**config.mk**
```make
export PLATFORM = sky130hd
export DESIGN_NAME = sample_buffer
export DESIGN_NICKNAME = d
export VERILOG_FILES = /design/src/rtl/sbuf_pkg.sv /design/src/rtl/sbuf_ctrl.sv /design/src/rtl/sbuf_datapath.sv /design/src/rtl/sample_buffer.sv
export SDC_FILE = /design/constraint.sdc
export NUM_CORES = 2
export LEC_CHECK = 0
export BUFFER_PORTS_ARGS = -buffer_cell sky130_fd_sc_hd__buf_2
export CORE_MARGIN = 2
export CORE_UTILIZATION = 60
export CTS_CLUSTER_SIZE = 28
export DETAILED_ROUTE_END_ITERATION = 12
export PLACE_DENSITY = 0.72
export SLEW_MARGIN = 0
export SYNTH_ARGS = -nofsm -noshare
export SYNTH_HDL_FRONTEND = slang
export SYNTH_SLANG_ARGS = --single-unit
```
**constraint.sdc**
```tcl
create_clock -name clk -period 2.95 [get_ports clk]
set_clock_uncertainty 0.05 [all_clocks]
set_input_delay 0.1475 -clock clk [delete_from_list [all_inputs] [get_ports clk]]
set_output_delay 0.1475 -clock clk [all_outputs]
set_load 0.02 [all_outputs]
```
**src/rtl/sbuf_pkg.sv**
```systemverilog
package sbuf_pkg;

  typedef struct packed {
    logic wrStrobe;    // commit the placed sample this edge
    logic rdHighHalf;  // take the upper storage lane on the read
  } sbufStrobes_t;

endpackage

```
**src/rtl/sbuf_ctrl.sv**
```systemverilog
module sbuf_ctrl
  import sbuf_pkg::*;
(
  input  logic         rstN,
  input  logic         wrEn,
  input  logic         rdLaneBit,
  output logic         rst,
  output sbufStrobes_t strobes
);

  // internal reset polarity is active high
  assign rst = ~rstN;

  // no commit while the block is held in reset
  assign strobes.wrStrobe   = wrEn & rstN;
  // odd byte addresses map to the upper storage lane in every mode
  assign strobes.rdHighHalf = rdLaneBit;

endmodule

```
**src/rtl/sbuf_datapath.sv**
```systemverilog
module sbuf_datapath
  import sbuf_pkg::*;
#(
  parameter int SAMPLE_W             = 16,
  parameter int WORD_AW              = 8,
  parameter int BYTE_ORDER_MSB_FIRST = 1
) (
  input  logic                   clk,
  input  logic                   rst,
  input  sbufStrobes_t           strobes,
  input  logic [WORD_AW-1:0]     wrAddr,
  input  logic [SAMPLE_W-1:0]    wrData,
  input  logic [WORD_AW-1:0]     rdWord,
  output logic [SAMPLE_W/2-1:0]  rdData
);

  localparam int BYTE_W = SAMPLE_W / 2;
  localparam int DEPTH  = 1 << WORD_AW;

  logic [SAMPLE_W-1:0] store [DEPTH];
  logic [SAMPLE_W-1:0] placed;

  generate
    if (BYTE_ORDER_MSB_FIRST != 0) begin : g_swapLanes
      // upper half of the sample lands in the lane read at even addresses
      assign placed = {wrData[BYTE_W-1:0], wrData[SAMPLE_W-1:BYTE_W]};
    end else begin : g_keepLanes
      assign placed = wrData;
    end
  endgenerate

  // storage has no reset
  always_ff @(posedge clk) begin
    if (strobes.wrStrobe) store[wrAddr] <= placed;
  end

  // read samples storage before this edge's write lands (old data on collision)
  always_ff @(posedge clk or posedge rst) begin
    if (rst)                     rdData <= '0;
    else if (strobes.rdHighHalf) rdData <= store[rdWord][SAMPLE_W-1:BYTE_W];
    else                         rdData <= store[rdWord][BYTE_W-1:0];
  end

endmodule

```
**src/rtl/sample_buffer.sv**
```systemverilog
module sample_buffer
  import sbuf_pkg::*;
#(
  parameter int SAMPLE_W             = 16,
  parameter int WORD_AW              = 8,
  parameter int BYTE_ORDER_MSB_FIRST = 1
) (
  input  logic                  clk,
  input  logic                  rstN,
  input  logic                  wrEn,
  input  logic [WORD_AW-1:0]    wrAddr,
  input  logic [SAMPLE_W-1:0]   wrData,
  input  logic [WORD_AW:0]      rdAddr,
  output logic [SAMPLE_W/2-1:0] rdData
);

  logic         rst;
  sbufStrobes_t strobes;

  sbuf_ctrl u_ctrl (
    .rstN      (rstN),
    .wrEn      (wrEn),
    .rdLaneBit (rdAddr[0]),
    .rst       (rst),
    .strobes   (strobes)
  );

  sbuf_datapath #(
    .SAMPLE_W             (SAMPLE_W),
    .WORD_AW              (WORD_AW),
    .BYTE_ORDER_MSB_FIRST (BYTE_ORDER_MSB_FIRST)
  ) u_dp (
    .clk     (clk),
    .rst     (rst),
    .strobes (strobes),
    .wrAddr  (wrAddr),
    .wrData  (wrData),
    .rdWord  (rdAddr[WORD_AW:1]),
    .rdData  (rdData)
  );

endmodule

```
==> flow_summary.yaml <==
pwr:
  p_sw_share_pct: 21.69
  p_switching_uw: 26370
  p_per_area_nw_per_um2: 655.4
  clockPowerShare_pct: 41.5
  ir_drop_mv: 0.6137
  power_frac_comb_pct: 5.6
  p_leak_uw: 0.06121
  intPower_uw: 95210
  p_seq_share_pct: 52.9
die:
  dieWidth_um: 519.7
  die_area_um2: 270100
  initial_utilization_pct: 60.25
  core_area_um2: 264900
  rows: 189
  io_pins: 44
  chipHeight_um: 519.7
logic_synthesis:
  syn_area_um2: 159600
  synth_top_area_share_pct: 77.08
  ys.flop_type: "edfxtp_1"
  synth_area_leaders: "edfxtp_1, mux4_2, mux2i_1"
  synth_async_sr_flop_share_pct: 0.1949
  synth-edff-count: 4096
  yosysWarningCount: 0
  ys_types: 66
  yosys_register_bits: 4104
  yosysMostFrequentCell: "edfxtp_1"
  synth.avg_cell_area_um2: 20.50
  seq_area_frac_synth_pct: 77.21
  synth_area_leader_cell: "edfxtp_1"
  synthesis.nets: 7821
  synth_cells: 7785
  ys_top_cells_by_count: "edfxtp_1, mux2i_1, mux4_2"
drt:
  drc: 0
  routedWlPerCell_um: 35.02
  drt-pass1-iter-count: 6
  num_vias: 87880
  wl_um: 449500
  antenna_left: 0
  first_iter_violations: 13670
  vias_per_cell: 6.846
worst_setup_path:
  critPathLaunchType: "flip-flop"
  path_cells: "mux2i_1 > o221ai_1 > a21oi_1 > nor4_1 > nand4_1 > nand4_1 > buf_4 > and4_1"
  worstPathRequired_ns: 3.77
  max_stage_delay_ns: 0.54
  path_max_fanout: 2
  crit_buf_inv: 1
  crit_family: "simple AND/OR/NAND/NOR gates"
  crit_top_cell: "nand4_1"
  crit_path_top_delay_cell: "nor4_1"
  arrival_ns: 3.81
  end_kind: "flip-flop"
  crit_type: "reg2reg"
layout:
  layout-drive-gt1-share_pct: 27.81
  nets: 8995
  finalCoreUtilization_pct: 70.04
  fill_cells: 15800
  stdcell_count: 12840
  multi_input_area_um2: 33610
  syn2layout_area_growth_pct: 16.26
  regArea_um2: 123200
place:
  portBuffers: 43
  place_congestion: 0.9636
  hpwl_um: 283200
  place_inst: 12060
timing:
  rsz0062_at_grt: "true"
  setup_viol: 4
  hold_slack_ns: 0.09059
  relSlewSlack_pct: 19.57
  hold_viol: 0
  drv_slew: 0
  post-route-period-util_pct: 101.2
  period_minus_slack_ns: 2.984
  worst_slew_pin_slew_ns: 1.206
  clock.fmax_mhz: 335.1
  setup_slack_ns: -0.03398
clock_network:
  cts_buffers: 399
  cts_setup_buffers: 0
  cts_max_level: 5
  cts.path.max_buffers: 4
  insertion_delay_ns: 0.98
  cts_tree: "yes"
  clkTransAtPathRegs_ns: 0.06
  clockRootBuffer: "clkbuf_16"
  clock-sinks: 4104
worst_hold_path:
  hold_path_class: "in2reg"
grt:
  grt_pass1_wl_um: 634000
  grt_pass1_vias: 85490
  antenna_found_initial: 36
  overflow: 0
  grtUsageTotal_pct: 33.10
  grt_max_degree: 112
job:
  drv_cap: 0
outcome:
  status: "finished, violations left"
  violations: "setup timing"
## per-layer routing
| layer | vias to the layer above | global-route usage, % | share of wire, % |
|---|---|---|---|
| met2 | 6333 | 50.80 | 47 |
| met1 | 45440 | 46.62 | 36 |
| li1 | 35080 | - | - |
| met3 | 1003 | 6.323 | 11 |
| met5 | - | 0 | 0.026 |
| met4 | 18 | 15.75 | 5.5 |
## flip-flops by register name, summed over array words and instances, names as in the netlist
register and cells:
u_dp.rdData 8, u_dp.store 4096
## through the flow
step / total power, uW / TNS, ns / area, um2 / worst slack, ns
2_1_floorplan: 68560 / 0 / 159600 / 0.5793
3_3_place_gp: 72050 / -4.230 / 172200 / -0.6534
3_5_place_dp: 72160 / -4.255 / 172200 / -0.6984
4_1_cts: 121800 / 0 / 185300 / 0.001614
5_1_grt: 124200 / -0.07624 / 185500 / -0.06262
6_report: 121600 / -0.1016 / 185500 / -0.03398
## area by class of cell
cell class,instances,area share (%)
repair buffers,1249,6.120
well taps,3533,2.383
clock inverters,253,1.337
diodes,15,0.02023
inverters,3,0.01147
multi-input cells,3202,18.12
flip-flops and latches,4104,66.41
clock buffers,477,5.600
## cell families (layout without fill, tap and decap cells)
group | Yosys count | count (layout) | synth area share, %
muxes | 1406 | 1406 | 14.24
other | 0 | 15 | 0
and+or+nand+nor | 897 | 897 | 2.703
AOI/OAI and AO/OA | 899 | 899 | 3.987
buffers and inverters | 479 | 1982 | 1.860
DFF | 4104 | 4104 | 77.21
## worst paths after layout
check                                     from             endpoint  slack, ns  cells after the start
max reg2reg                u_dp.store[211][12]       u_dp.rdData[4]      -0.03                      8
max                        u_dp.store[211][12]       u_dp.rdData[4]      -0.03                      8
min                                  wrAddr[4]  u_dp.store[191][13]       0.09                      4
max in group asynchronous                 rstN       u_dp.rdData[3]       2.06                      4
min reg2reg                  u_dp.store[33][5]       u_dp.rdData[5]       1.15                      6
min in group asynchronous                 rstN       u_dp.rdData[7]       0.62                      4
## cell usage in the layout, fill, tap and decap left out, types with 14 or more instances in the layout
cell           count
o21ai_0           96
clkbuf_1          68
nand4_1           55
nor3_1           113
o221ai_1         243
mux4_2           682
nand2_1          144
mux2i_1          703
nor4_1            46
a21oi_1          128
buf_8             17
buf_4           1033
bufinv_16         37
nand2b_1          14
clkinvlp_4        18
edfxtp_1        4096
or3_1             17
a22oi_1           45
clkinv_1          73
diode_2           15
o22a_1            15
o22ai_1          213
a31oi_1           17
nand3_1           55
nor2b_1           14
nor2_1           324
clkinv_2          91
buf_2             23
a211oi_1          36
clkbuf_16        400
and2_1            20
or2_2             31
dlygate4sd3_1     28
buf_12           146
## tightest hold or removal path, stage by stage
cell	delay [ns]
buf_2	0.14
nand3_1	0.30
nor2_1	0.14
buf_4	0.17
## what timing repair did
item,4_1_cts,5_1_grt
endpoints found under the hold margin,3759,0
pin swaps,3,9
endpoints found under the setup margin,3,5
resized for setup,5,26
hold buffers,28,0
gates cloned,0,0
## power groups by stage
stage | combinational [uW] | sequential, uW | clock [uW]
6_report | 6810 | 64300 | 50500
2_1_floorplan | 3040 | 65500 | 0
3_3_place_gp | 6510 | 65500 | 0
5_1_grt | 7020 | 64300 | 53000
4_1_cts | 6700 | 64300 | 50800
3_5_place_dp | 6620 | 65500 | 0
Note: power is estimated with default switching activity, not from simulation.
